===== config.mk =====
export PLATFORM = sky130hd
export DESIGN_NAME = burst_col_seq
export DESIGN_NICKNAME = d
export VERILOG_FILES = /design/src/rtl/burst_seq_pkg.sv /design/src/rtl/mode_store.sv /design/src/rtl/mode_decode.sv /design/src/rtl/burst_engine.sv /design/src/rtl/burst_col_seq.sv
export SDC_FILE = /design/constraint.sdc
export NUM_CORES = 1
export LEC_CHECK = 0
export BUFFER_PORTS_ARGS = -buffer_cell sky130_fd_sc_hd__buf_2
export CAP_MARGIN = 5
export CORE_UTILIZATION = 30
export DETAILED_ROUTE_END_ITERATION = 8
export PLACE_DENSITY = 0.62
export SLEW_MARGIN = 15
export SYNTH_ARGS = -nofsm -noshare
export SYNTH_HDL_FRONTEND = slang
export SYNTH_SLANG_ARGS = --single-unit

===== constraint.sdc =====
create_clock -name clk -period 3.9 [get_ports clk]
set_input_delay 0.195 -clock clk [delete_from_list [all_inputs] [get_ports clk]]
set_output_delay 0.195 -clock clk [all_outputs]
set_load 0.01 [all_outputs]

===== src/rtl/burst_seq_pkg.sv =====
package burst_seq_pkg;

  localparam int MODE_W = 13;
  localparam int BANK_W = 2;

  typedef enum logic {
    ORDER_SEQ = 1'b0,
    ORDER_XOR = 1'b1
  } order_e;

  // Field layout of the stored mode word, most significant first
  typedef struct packed {
    logic [5:0] op_code;
    logic [2:0] cas_code;
    order_e     order;
    logic [2:0] len_code;
  } mode_word_t;

  localparam logic [MODE_W-1:0] MODE_RESET = 13'h021;

endpackage


===== src/rtl/mode_store.sv =====
module mode_store
  import burst_seq_pkg::*;
(
  input  logic              clk,
  input  logic              rst,
  input  logic              load,
  input  logic [BANK_W-1:0] bank_sel,
  input  logic [MODE_W-1:0] word_in,
  output mode_word_t        word_q
);

  logic base_hit;
  assign base_hit = load && (bank_sel == '0);

  always_ff @(posedge clk) begin
    if (rst) begin
      word_q <= mode_word_t'(MODE_RESET);
    end else if (base_hit) begin
      word_q <= mode_word_t'(word_in);
    end
  end

endmodule


===== src/rtl/mode_decode.sv =====
module mode_decode
  import burst_seq_pkg::*;
(
  input  mode_word_t word,
  output logic [3:0] burst_len,
  output logic [1:0] len_log2,
  output logic       interleave,
  output logic [2:0] cas_x2,
  output logic       dll_reset,
  output logic       err
);

  logic len_bad, cas_bad, op_bad;

  always_comb begin
    len_bad  = 1'b0;
    case (word.len_code)
      3'b001:  begin burst_len = 4'd2; len_log2 = 2'd1; end
      3'b010:  begin burst_len = 4'd4; len_log2 = 2'd2; end
      3'b011:  begin burst_len = 4'd8; len_log2 = 2'd3; end
      default: begin burst_len = 4'd0; len_log2 = 2'd1; len_bad = 1'b1; end
    endcase
  end

  always_comb begin
    cas_bad = 1'b0;
    case (word.cas_code)
      3'b010:  cas_x2 = 3'd4;
      3'b110:  cas_x2 = 3'd5;
      default: begin cas_x2 = 3'd0; cas_bad = 1'b1; end
    endcase
  end

  always_comb begin
    op_bad    = 1'b0;
    dll_reset = 1'b0;
    case (word.op_code)
      6'b000000: ;
      6'b000010: dll_reset = 1'b1;
      default:   op_bad = 1'b1;
    endcase
  end

  assign interleave = (word.order == ORDER_XOR);
  assign err        = len_bad | cas_bad | op_bad;

endmodule


===== src/rtl/burst_engine.sv =====
module burst_engine
  import burst_seq_pkg::*;
#(
  parameter int COL_W = 10,
  parameter int IDX_W = 3
) (
  input  logic             clk,
  input  logic             rst,
  input  logic             start,
  input  logic [COL_W-1:0] start_col,
  input  logic             allowed,
  input  logic [1:0]       len_log2,
  input  logic             interleave,
  output logic [COL_W-1:0] col_q,
  output logic             valid_q,
  output logic             last_q
);

  logic [COL_W-1:0] base_q;
  logic [IDX_W-1:0] mask_q, mask_c, idx_q;
  order_e           order_q;
  logic [IDX_W-1:0] low_base, f_seq, f_xor, f_sel, low_next;
  logic             busy, accept;

  always_comb begin
    mask_c = '0;
    for (int b = 0; b < IDX_W; b++) begin
      if (b < int'(len_log2)) mask_c[b] = 1'b1;
    end
  end

  assign low_base = base_q[IDX_W-1:0];
  assign f_seq    = low_base + idx_q;
  assign f_xor    = low_base ^ idx_q;
  assign f_sel    = (order_q == ORDER_XOR) ? f_xor : f_seq;

  // Bits inside the block follow the order, bits above it hold the start
  for (genvar b = 0; b < IDX_W; b++) begin : g_merge
    assign low_next[b] = mask_q[b] ? f_sel[b] : low_base[b];
  end

  assign busy   = valid_q && !last_q;
  assign accept = start && !busy && allowed;

  always_ff @(posedge clk) begin
    if (rst) begin
      base_q  <= '0;
      mask_q  <= '0;
      idx_q   <= '0;
      order_q <= ORDER_SEQ;
      col_q   <= '0;
      valid_q <= 1'b0;
      last_q  <= 1'b0;
    end else if (accept) begin
      base_q  <= start_col;
      mask_q  <= mask_c;
      order_q <= interleave ? ORDER_XOR : ORDER_SEQ;
      idx_q   <= {{(IDX_W-1){1'b0}}, 1'b1};
      col_q   <= start_col;
      valid_q <= 1'b1;
      last_q  <= 1'b0;
    end else if (busy) begin
      col_q   <= {base_q[COL_W-1:IDX_W], low_next};
      last_q  <= (idx_q == mask_q);
      idx_q   <= idx_q + 1'b1;
    end else begin
      valid_q <= 1'b0;
      last_q  <= 1'b0;
    end
  end

endmodule


===== src/rtl/burst_col_seq.sv =====
module burst_col_seq
  import burst_seq_pkg::*;
#(
  parameter int COL_W = 10
) (
  input  logic             clk,
  input  logic             rst,
  input  logic             mode_load,
  input  logic [1:0]       mode_ba,
  input  logic [12:0]      mode_addr,
  input  logic             start,
  input  logic [COL_W-1:0] start_col,
  output logic [COL_W-1:0] col_out,
  output logic             beat_valid,
  output logic             beat_last,
  output logic [3:0]       cfg_burst_len,
  output logic             cfg_interleave,
  output logic [2:0]       cfg_cas_x2,
  output logic             cfg_dll_reset,
  output logic             cfg_error
);

  localparam int IDX_W = 3;

  mode_word_t word_q;
  logic [1:0] len_log2;

  mode_store u_store (
    .clk      (clk),
    .rst      (rst),
    .load     (mode_load),
    .bank_sel (mode_ba),
    .word_in  (mode_addr),
    .word_q   (word_q)
  );

  mode_decode u_decode (
    .word       (word_q),
    .burst_len  (cfg_burst_len),
    .len_log2   (len_log2),
    .interleave (cfg_interleave),
    .cas_x2     (cfg_cas_x2),
    .dll_reset  (cfg_dll_reset),
    .err        (cfg_error)
  );

  burst_engine #(.COL_W(COL_W), .IDX_W(IDX_W)) u_engine (
    .clk        (clk),
    .rst        (rst),
    .start      (start),
    .start_col  (start_col),
    .allowed    (!cfg_error),
    .len_log2   (len_log2),
    .interleave (cfg_interleave),
    .col_q      (col_out),
    .valid_q    (beat_valid),
    .last_q     (beat_last)
  );

endmodule


Word level (Yosys, flattened, before mapping)
Cells that the tools add are included.
Widths: inputs -> output; s select.
{ "word_totals": {"register_bits": 42, "input_bits": 29, "word_cells": 65} }
{ "classes": {"muxes": 21, "bitwise": 4, "n_addsub": 2, "n_lt_le_gt_ge": 3, "n_eq_ne": 8, "reduce_logical": 15} }
{ "op_table": {"columns": ["cell", "n"], "rows": [
  ["$mux 10", 2],
  ["$mux 1", 15],
  ["$pmux 4 s3", 1],
  ["$eq 3x2->1 const B", 3],
  ["$eq 6x2->1 const B", 1],
  ["$logic_not 6->1", 1],
  ["$pmux 3 s2", 1],
  ["$reduce_or 2->1", 3],
  ["$reduce_or 3->1", 2],
  ["$logic_and 1x1->1", 4],
  ["$lt 1x2->1 const A", 2],
  ["$pmux 2 s2", 1],
  ["$add 3x1->3 const B", 1],
  ["$add 3x3->3", 1],
  ["$eq 3x1->1 const B", 1],
  ["$eq 3x3->1", 1],
  ["$eq 3x3->1 const B", 1],
  ["$logic_not 1->1", 3],
  ["$mux 3", 1],
  ["$xor 3x3->3", 1],
  ["$logic_not 2->1", 1],
  ["$lt 2x2->1 const A", 1],
  ["$ne 2x2->1 const B", 1],
  ["$or 1x1->1", 2],
  ["2 further kinds", 2]
]} }

Depth between registers and ports, before layout
Gate-level depths: netlist of run 1.
{ "logic_depth": {"word_depth": 8, "depth_mapped": 6} }

Cells and area by module
From an unflattened synthesis of run 1, not the netlist that was laid out.
{ "unflattened": {"cells_unflattened": 215, "area_unflattened_um2": 2019.4} }
{ "modules_own_cells": {"columns": ["mod", "cells_per_inst", "n_inst", "seq_area_each_um2", "area_each_um2"], "rows": [
  ["burst_engine", 142, 1, 580.6, 1312.5],
  ["mode_store", 56, 1, 260.2, 584.3],
  ["mode_decode", 16, 1, 0.0, 118.9],
  ["burst_col_seq", 1, 1, 0.0, 3.8]
]} }

Least setup slack after synthesis of run 1
No wires, ideal clock.
{ "synth_path": {"kind": "register to register", "from": "reg u_store.word_q[2] (netlist name)", "to": "reg u_engine.base_q[9]", "path_slack_ps": 2015, "setup_time_ps": 132, "stages_incl_launch_ff": 7, "n_path_buf": 2, "t_required_ps": 3768, "arrival_ps": 1753, "cell_sequence": "dfxtp_1 or4_4 buf_6 or4_4 buf_6 nand2_1 a21oi_1"} }
{ "synth_via": {"elab_chain_len": 7, "word_cells_on_any_way": 9} }
{ "synth_rtl": {"columns": ["item", "line_no", "rtl"], "rows": [
  ["$eq 3x1->1 / $eq 3x2->1 (equally long branches)", "mode_decode.sv:17", "case (word.len_code)"],
  ["$reduce_or 3->1 (no source line) *", null, null],
  ["$mux 1 *", "mode_decode.sv:17", null],
  ["$or 1x1->1 * (2 in series)", "mode_decode.sv:45", "assign err = len_bad | cas_bad | op_bad;"],
  ["$logic_not 1->1 *", "burst_col_seq.sv:52", ".allowed (!cfg_error),"],
  ["$logic_and 1x1->1 *", "burst_engine.sv:43", "assign accept = start && !busy && allowed;"],
  ["to (signal assigned)", "burst_engine.sv:55", "base_q <= start_col;"],
  ["to (decl)", "burst_engine.sv:19", "logic [COL_W-1:0] base_q;"]
]} }
Mark *: on every way between the ends. The rest lies on a longest branch, timed or not.
A chain may end at the register's enable or synchronous reset.

Final worst setup path of run 1
{ "layout_path": {"from": "reg u_store.word_q[12] (netlist name)", "to": "reg u_engine.mask_q[2]"} }
{ "layout_via": {"elab_chain_len": 6, "word_cells_on_any_way": 7} }
{ "layout_rtl": {"columns": ["item", "line_no", "rtl"], "rows": [
  ["$eq 6x2->1 / $logic_not 6->1 (equally long branches)", "mode_decode.sv:37", "case (word.op_code)"],
  ["$reduce_or 2->1 (no source line) *", null, null],
  ["$mux 1 *", "mode_decode.sv:37", null],
  ["$or 1x1->1 *", "mode_decode.sv:45", null],
  ["$logic_not 1->1 *", "burst_col_seq.sv:52", null],
  ["$logic_and 1x1->1 *", "burst_engine.sv:43", null],
  ["to (signal assigned)", "burst_engine.sv:56", "mask_q <= mask_c;"],
  ["to (decl)", "burst_engine.sv:20", "logic [IDX_W-1:0] mask_q, mask_c, idx_q;"]
]} }
Marked as above.

==> reports/qor.yml, run 1 <==
pwr:
  p_sw_mw: 0.261
  leakage_nw: 0.893
  clockPowerShare: 0.279
  p_seq_frac: 0.526
  ir_worst_vdd_mv: 0.208
  p_int_mw: 0.661
  power_frac_comb: 0.195
  power_density_mw_per_mm2: 422
  p_total_mw: 0.923
  switching_share: 0.283
critical_path:
  worstPathRequired_ns: 4.04
  crit_type: "reg2reg"
  path_max_fanout: 15
  worstReg2RegStart: "u_store.word_q[12]$_SDFFE_PP0P_"
  setup.worst_path.start: "u_store.word_q[12]$_SDFFE_PP0P_"
  cp_data_arrival_time_ns: 2.31
  endpoint_kind: "flip-flop"
  cp-start-kind: "flip-flop"
synthesis:
  yosysSeqAreaShare: 0.451
  yosysTopAreaCellShare: 0.451
  synth_commonest_cells: "nand2_1, dfxtp_1, a21oi_1"
  yosysTopAreaCell: "dfxtp_1"
  avgSynthCellArea_um2: 8.29
  synth_mux_area_frac: 0.0215
  netlist_area_mm2: 0.00187
  synthSimpleGateAreaFrac: 0.276
  ys_ff_latch: 42
  synth_compound_area_frac: 0.147
  synth_top_family_by_area: "simple AND/OR/NAND/NOR gates"
  synth.most_common_cell: "nand2_1"
  ys_top_cells_by_area: "dfxtp_1, nand2_1, a21oi_1, nor2_1, mux2i_1"
  synth_fa_ha_area_frac: 0.0309
  syn_inst: 225
  yosysWarnings: 0
  synthArstFlopShare: 0
  synthXorXnorAreaFrac: 0.0188
  yosys_most_used_dff: "dfxtp_1"
  synth_edf_count: 0
  ys_types: 34
drt:
  avgRoutedWirePerCell_um: 12.2
  first_pass_iters: 4
  drc: 0
  vias: 1584
  drtAntennaViolNets: 0
  drt_iter0_markers: 60
  drt-total-wl_um: 4130
  via_per_inst: 4.66
die:
  rows: 28
  core_area_mm2: 0.00596
  fp.dieH_um: 80.9
  initial_core_util: 0.313
  die_area_mm2: 0.00654
  die_w_um: 80.9
  pin_count: 51
timing:
  final.setup.tns_ns: 0
  setup_viol: 0
  period_minus_slack_ns: 2.17
  rsz0062_at_grt: "no"
  worst_slew_pin_slew_ns: 0.859
  hold_slack_ns: 0.129
  finalCritPeriodShare: 0.555
  hold_violations: 0
  fin_skew_ns: 0.00614
  relSlewSlack: 0.423
  max_freq_mhz: 462
  drv_slew: 0
grt:
  grt_pass1_vias: 1434
  grt_max_degree: 43
  track_usage: 0.131
  grt_first_pass_wirelength_um: 6640
  gr-total-overflow: 0
  antenna_found_initial: 0
place:
  dp_cells: 333
  hpwl_um: 2870
  place.port_buffers: 48
  place.gp.congestion: 0.751
clocking:
  cts_buffer_depth: 2
  cts_hold_buf: 0
  cts_root_buffer: "clkbuf_8"
  cts_max_level: 2
  clkSinkCount: 42
  cts_setup_buffers: 0
  clk-insertion-delay-late_ns: 0.28
  numCtsBuffers: 5
  clk_pin_slew_ns: 0.08
  cts_resized: 0
  cts_tree: "yes"
layout:
  area_delta_synth_final_pct: 17.3
  nNetsFinal: 298
  drive_gt1_frac: 0.230
  fin_cells: 340
  antenna_cells: 0
hold_path:
  hp-class: "in2reg"
  hold_start: "mode_addr[5]"
status:
  status: "finished clean"
flow_run:
  max_cap_violations: 0
state kept, by name (all words and copies together), names as in the netlist:
signal            flops
u_store.word_q       13
u_engine.base_q      10
u_engine.col_q       10
u_engine.idx_q        3
u_engine.mask_q       3
u_engine.last_q       1
u_engine.order_q      1
u_engine.valid_q      1
power by group through the flow:
stage	clock [mW]	combinational [mW]	sequential, mW
floorplan	0	0.124	0.500
global placement	0	0.179	0.495
detailed placement	0	0.181	0.496
CTS	0.267	0.183	0.486
global route	0.288	0.204	0.490
finish	0.257	0.180	0.485
worst max-delay path, cell delays in order (launching register included):
cell and delay, ns:
dfxtp_1 0.32, or4b_4 0.59, nor4_4 0.80, mux2i_1 0.26, nor2_1 0.05
cells by family (layout without fill, tap and decap cells):
group           Yosys count  in the layout
simple gates            105            105
compound gates           48             48
flops                    42             42
buf+inv                  17             56
fa+ha+maj                 4              4
xor+xnor                  4              4
mux                       4              4
other cells               1              2
stage by stage:
stage	area (um^2)	setup WS, ns	utilization
6_report	2190	1.73	0.367
5_1_grt	2190	1.58	0.367
4_1_cts	2190	1.73	0.367
3_5_place_dp	2110	1.74	0.355
3_3_place_gp	2110	1.76	0.355
2_1_floorplan	1870	2.01	-
layout by cell type, fill, tap and decap left out, drive strengths merged, types with 2 or more instances in the layout:
cell type / instances
nand3b: 3
clkbuf: 7
nor3: 4
and2: 2
dfxtp: 42
conb: 2
mux2i: 4
xnor2: 4
nor2b: 3
a21oi: 33
ha: 3
buf: 49
or4: 3
nand2: 65
o21ai: 4
a211oi: 5
nor2: 15
a311oi: 4
nor3b: 3
path summary, 6_finish.rpt:
kind,cells past startpoint,slack [ns],end
setup / recovery,4,1.73,u_engine.mask_q[2]$_SDFFE_PP0P_
hold / removal,3,0.13,u_store.word_q[5]$_SDFFE_PP1P_
setup reg to reg,4,1.73,u_engine.mask_q[2]$_SDFFE_PP0P_
hold reg to reg,2,0.46,u_engine.col_q[7]$_SDFFE_PP0P_
layout make-up:
cell class,instances,area (um^2)
Clock buffer,7,76.3
Fill cell,643,3770
Multi-Input combinational cell,167,930
Sequential cell,42,841
Tap cell,75,93.8
Timing Repair Buffer,49,248
per-layer routing:
layer	routed length [um]	up-vias	global-route usage
li1	-	838	-
met1	2050	694	0.174
met2	1840	50	0.208
met3	224	2	0.0337
met4	19	0	0.0375
met5	0	-	0
(Power assumes the default switching activity.)
==> run 2, diff against run 1 <==
==> constraint.sdc (replaced) <==
create_clock -name clk -period 2.2 [get_ports clk]
set_input_delay 0.11 -clock clk [delete_from_list [all_inputs] [get_ports clk]]
set_output_delay 0.11 -clock clk [all_outputs]
set_load 0.01 [all_outputs]
==> run 2 against run 1 <==
Compared with the run above: sequential share of layout area down 0.65 points; clock skew about the same; hold slack worse by 0.11 ns; critical path depth unchanged; cell area up 1.7%; flip-flop and latch count unchanged; via count up 3.3%; routed wire length down 0.61%; non-clock buffer count up 3; critical path type unchanged; highest routed layer unchanged.
==> reports/qor.yml, run 2 (synthesis results as in run 1) <==
status:
  status: "finished clean"
clocking:
  clkSinkCount: 42
  cts_max_level: 2
  cts_setup_buffers: 0
  cts_root_buffer: "clkbuf_8"
  cts_hold_buf: 0
  cts_buffer_depth: 2
  clk_pin_slew_ns: 0.08
  cts_resized: 0
  clk-insertion-delay-late_ns: 0.30
  cts_tree: "yes"
  numCtsBuffers: 5
critical_path:
  critPathBufInv: 0
  cp_data_arrival_time_ns: 2.12
  endpoint_kind: "flip-flop"
  cp-start-kind: "flip-flop"
  slowest_stage: "or4_4"
  path_max_fanout: 13
  slowest_delay_ns: 0.65
  path_common_cell: "or4_4"
  worstPathRequired_ns: 2.36
  crit_family: "simple AND/OR/NAND/NOR gates"
  path_cells: "or4_4, or4_4, o211ai_1, a21oi_1"
  crit_cells: 4
  crit_type: "reg2reg"
  worst_r2r_path_depth: 4
grt:
  grt_first_pass_wirelength_um: 6930
  gr-total-overflow: 0
  grt_pass1_vias: 1494
  grt_max_degree: 43
  track_usage: 0.139
  antenna_found_initial: 0
layout:
  reg.largest.list: "u_store.word_q: 13 flops, u_engine.base_q: 10 flops, u_engine.col_q: 10 flops"
  final_common_cell: "nand2_1"
  nNetsFinal: 301
  area_delta_synth_final_pct: 19.3
  top_register: "u_store.word_q"
  layout_common_cells: "nand2_1, buf_2, dfxtp_1"
  drive_gt1_frac: 0.245
  fin_util: 0.374
  nFillCells: 636
  antenna_cells: 0
  largest_reg_flops: 13
die:
  die_w_um: 80.9
  rows: 28
  pin_count: 51
  initial_core_util: 0.313
  core_area_mm2: 0.00596
  die_area_mm2: 0.00654
  fp.dieH_um: 80.9
timing:
  max_freq_mhz: 509
  hold_violations: 0
  drv_slew: 0
  rsz0062_at_grt: "no"
  finalCritPeriodShare: 0.893
  final.setup.tns_ns: 0
  setup_viol: 0
  period_minus_slack_ns: 1.96
  relSlewSlack: 0.503
  worst_slew_pin_slew_ns: 0.746
  fin_skew_ns: 0.00660
place:
  place.port_buffers: 48
  place.gp.congestion: 0.785
  hpwl_um: 2930
hold_path:
  min_delay_path_depth: 3
  hp-class: "in2reg"
drt:
  via_per_inst: 4.76
  avgRoutedWirePerCell_um: 11.9
  drt-total-wl_um: 4110
  vias: 1636
  drc: 0
  drt_iter0_markers: 74
  first_pass_iters: 4
  drtAntennaViolNets: 0
flow_run:
  max_cap_violations: 0
pwr:
  power_density_mw_per_mm2: 766
  ir_worst_vdd_mv: 0.341
  leakage_nw: 0.918
run 2: cell types whose count changed in the layout (fill, tap and decap cells not counted), sizes merged:
cell,delta
clkinv,+1
buf,+3
run 2: worst paths after layout:
check	start	to	slack [ns]
max	u_store.word_q[2]$_SDFFE_PP0P_	u_engine.col_q[0]$_SDFFE_PP0P_	0.24
min	mode_addr[0]	u_store.word_q[0]$_SDFFE_PP1P_	0.02
max reg2reg	u_store.word_q[2]$_SDFFE_PP0P_	u_engine.col_q[0]$_SDFFE_PP0P_	0.24
min reg2reg	u_store.word_q[6]$_SDFFE_PP0P_	u_store.word_q[6]$_SDFFE_PP0P_	0.46
run 2: area by class of cell:
| cell class | count | area (um^2) | share of cell area |
|---|---|---|---|
| Clock buffer | 7 | 86.3 | 0.0388 |
| Clock inverter | 1 | 5.00 | 0.00225 |
| Multi-Input combinational cell | 167 | 930 | 0.418 |
| Sequential cell | 42 | 841 | 0.378 |
| Tap cell | 75 | 93.8 | 0.0422 |
| Timing Repair Buffer | 52 | 270 | 0.121 |
run 2: power breakdown:
part	internal, mW	switching [mW]
clock	0.253	0.262
combinational	0.141	0.187
sequential	0.820	0.0408
total	1.21	0.490
run 2: per-stage QoR:
stage / setup WS, ns / instance area [um^2] / total power, mW / cells / hold WS [ns]
floorplan: 0.315 / 1870 / 1.11 / 226 / 0.234
global placement: 0.271 / 2130 / 1.20 / 336 / 0.323
detailed placement: 0.235 / 2130 / 1.21 / 336 / 0.324
CTS: 0.228 / 2230 / 1.73 / 344 / 0.00333
global route: 0.132 / 2230 / 1.81 / 344 / 0.00163
finish: 0.236 / 2230 / 1.70 / 344 / 0.0151
run 2: worst reg2reg max path, stage by stage, from the launching register on:
cell and delay, ns:
dfxtp_1 0.35, or4_4 0.58, or4_4 0.65, o211ai_1 0.15, a21oi_1 0.08
run 2: layer usage:
metal	global-route usage	share of wire	up-vias	wire [um]
li1	-	-	846	-
met1	0.178	0.50	737	2040
met2	0.218	0.43	45	1790
met3	0.0303	0.056	8	232
met4	0.0696	0.012	0	48
met5	0	0	-	0
==> run 3, diff against run 2 <==
--- a/config.mk
+++ b/config.mk
@@ -9,8 +9,9 @@
 export CAP_MARGIN = 5
 export CORE_UTILIZATION = 30
 export DETAILED_ROUTE_END_ITERATION = 8
-export PLACE_DENSITY = 0.62
+export PLACE_DENSITY = 0.61
 export SLEW_MARGIN = 15
 export SYNTH_ARGS = -nofsm -noshare
 export SYNTH_HDL_FRONTEND = slang
+export SYNTH_HIERARCHICAL = 1
 export SYNTH_SLANG_ARGS = --single-unit
==> run 3 against run 2 <==
Compared with the run above: flip-flop and latch count stayed put; hold slack better by 0.054 ns; the flow now finishes with violations (DRC); power is 7.3% higher; core utilization is 0.18 points lower; die area is 8.0% higher; clock power is 17% higher; setup slack better by 0.19 ns; sequential power hardly changed; cell area is 7.3% higher; sequential share of layout area is 2.6 points lower; critical path type unchanged.
==> reports/qor.yml, run 3 <==
pwr:
  ir_worst_vdd_mv: 0.262
  power_density_mw_per_mm2: 765
  p_total_mw: 1.83
  leakage_nw: 0.977
status:
  status: "finished with violations"
  violations: "DRC"
layout:
  multi_input_area_mm2: 0.00104
  final_common_cell: "buf_2"
  drive_gt1_frac: 0.272
  area_delta_synth_final_pct: 18.3
  nFillCells: 661
  antenna_cells: 0
  reg.largest.list: "u_store/word_q: 13 flops, u_engine/base_q: 10 flops, u_engine/col_q: 10 flops"
  largest_reg_flops: 13
  top_register: "u_store/word_q"
  nNetsFinal: 293
  layout_common_cells: "buf_2, dfxtp_1, nand2b_1"
  seqCellArea_um2: 841
place:
  place_ws_ns: 0.472
  hpwl_um: 2930
  place.port_buffers: 48
  place.gp.congestion: 0.734
die:
  initial_core_util: 0.314
  rows: 29
  pin_count: 51
  core_area_mm2: 0.00642
  fp.dieH_um: 84.0
  die_w_um: 84.0
  die_area_mm2: 0.00706
synthesis:
  synth_commonest_cells: "dfxtp_1, nand2b_1, a21oi_1"
  yosysTopAreaCellShare: 0.416
  yosysWarnings: 6
  synth_top_family_by_area: "simple AND/OR/NAND/NOR gates"
  avgSynthCellArea_um2: 9.39
  synthSimpleGateAreaFrac: 0.246
  ys_top_cells_by_area: "dfxtp_1, nand2b_1, mux2i_1, a311oi_1, a21oi_1"
  syn_inst: 215
  synthXorXnorAreaFrac: 0.0173
  yosys_most_used_dff: "dfxtp_1"
  synth.most_common_cell: "dfxtp_1"
  synth_compound_area_frac: 0.146
  yosysTopAreaCell: "dfxtp_1"
  synth_fa_ha_area_frac: 0.0285
  synth_edf_count: 0
  synth_mux_area_frac: 0.0750
  ys_ff_latch: 42
  ys_types: 45
  synthArstFlopShare: 0
  netlist_area_mm2: 0.00202
  yosysSeqAreaShare: 0.416
clocking:
  numCtsBuffers: 5
  cts_root_buffer: "clkbuf_8"
  cts_setup_buffers: 0
  cts_hold_buf: 0
  cts_max_level: 2
  clkSinkCount: 42
  cts_buffer_depth: 2
  cts_tree: "yes"
  clk_pin_slew_ns: 0.08
  cts_resized: 0
  clk-insertion-delay-late_ns: 0.29
timing:
  fin_skew_ns: 0.00603
  setup_viol: 0
  finalCritPeriodShare: 0.807
  worst_slew_pin_slew_ns: 0.863
  fin_ws_ns: 0.424
  hold_slack_ns: 0.0693
  max_freq_mhz: 563
  period_minus_slack_ns: 1.78
  drv_slew: 0
  relSlewSlack: 0.424
  hold_violations: 0
  final.setup.tns_ns: 0
  rsz0062_at_grt: "no"
drt:
  via_per_inst: 4.90
  first_pass_iters: 6
  drtAntennaViolNets: 0
  drc: 7
  avgRoutedWirePerCell_um: 12.5
  drt-total-wl_um: 4240
  drt_iter0_markers: 90
  vias: 1655
hold_path:
  hp-class: "in2reg"
  hold_start: "start_col[4]"
  hold_end: "u_engine/base_q[4]$_SDFFE_PP0P_"
  min_delay_path_depth: 3
critical_path:
  path_max_fanout: 8
  cp-start-kind: "flip-flop"
  crit_type: "reg2reg"
  endpoint_kind: "flip-flop"
  worstReg2RegStart: "u_store/word_q[2]$_SDFFE_PP0P_"
  worstPathRequired_ns: 2.36
  cp_data_arrival_time_ns: 1.94
  r2r_end: "u_engine/col_q[4]$_SDFFE_PP0P_"
  reg2reg_slack_ns: 0.42
  worst_r2r_path_depth: 7
grt:
  grt_first_pass_wirelength_um: 7380
  track_usage: 0.129
  gr-total-overflow: 0
  grt_pass1_vias: 1600
  grt_max_degree: 43
  antenna_found_initial: 0
flow_run:
  max_cap_violations: 0
-- run 3: final cells by class --
type,count,area share
tap,77,0.0403
inverter,2,0.00314
multi-input combinational,154,0.436
timing repair buffer,55,0.123
clock inverter,3,0.0168
clock buffer,5,0.0288
sequential,42,0.352
-- run 3: worst max-delay path by stage --
stage	startpoint	end	slack [ns]	cells after the start
after floorplan	u_engine/idx_q[0]$_SDFFE_PP0P_	u_engine/col_q[1]$_SDFFE_PP0P_	0.58	5
after global placement	u_engine/idx_q[0]$_SDFFE_PP0P_	u_engine/col_q[1]$_SDFFE_PP0P_	0.51	5
after CTS	u_engine/idx_q[0]$_SDFFE_PP0P_	u_engine/col_q[1]$_SDFFE_PP0P_	0.46	5
after global routing	u_store/word_q[7]$_SDFFE_PP0P_	u_engine/col_q[4]$_SDFFE_PP0P_	0.28	7
after detailed placement	u_store/word_q[2]$_SDFFE_PP0P_	u_engine/col_q[8]$_SDFFE_PP0P_	0.47	7
final	u_store/word_q[2]$_SDFFE_PP0P_	u_engine/col_q[4]$_SDFFE_PP0P_	0.42	7
-- run 3: cells by family after synthesis --
| kind of cell | after synthesis |
|---|---|
| AO/OA/AOI/OAI | 46 |
| XOR/XNOR | 4 |
| adder cells (fa/ha/maj) | 4 |
| buffers and inverters | 20 |
| flip-flops | 42 |
| multiplexers | 15 |
| other | 1 |
| AND/OR/NAND/NOR | 83 |
-- run 3: report_power, final --
group	switching (mW)	internal (mW)	leakage, nW
Sequential	0.0393	0.823	0.344
Clock	0.270	0.334	0.0579
Combinational	0.203	0.159	0.576
Total	0.512	1.32	0.977
-- run 3: per-layer routing --
layer  GRT usage  vias to the layer above  routed length, um
met5           0                        -                  0
met4      0.0376                        0                 12
met3      0.0356                        2                244
met2       0.206                       49               1870
met1       0.169                      755               2110
li1            -                      849                  -
-- run 3: worst max-delay path, stage by stage, from the launching register on --
cell and delay [ns]:
dfxtp_1 0.36, o21ba_1 0.23, nand4_1 0.14, inv_1 0.14
nand2_1 0.20, buf_4 0.23, o21ai_0 0.22, a311oi_1 0.13
-- run 3: stage by stage --
stage | cells | instance area, um^2 | utilization
after global routing | 338 | 2390 | 0.372
final | 338 | 2390 | 0.372
after CTS | 338 | 2390 | 0.372
after detailed placement | 330 | 2280 | 0.355
after global placement | 330 | 2280 | 0.355
after floorplan | 216 | 2020 | -
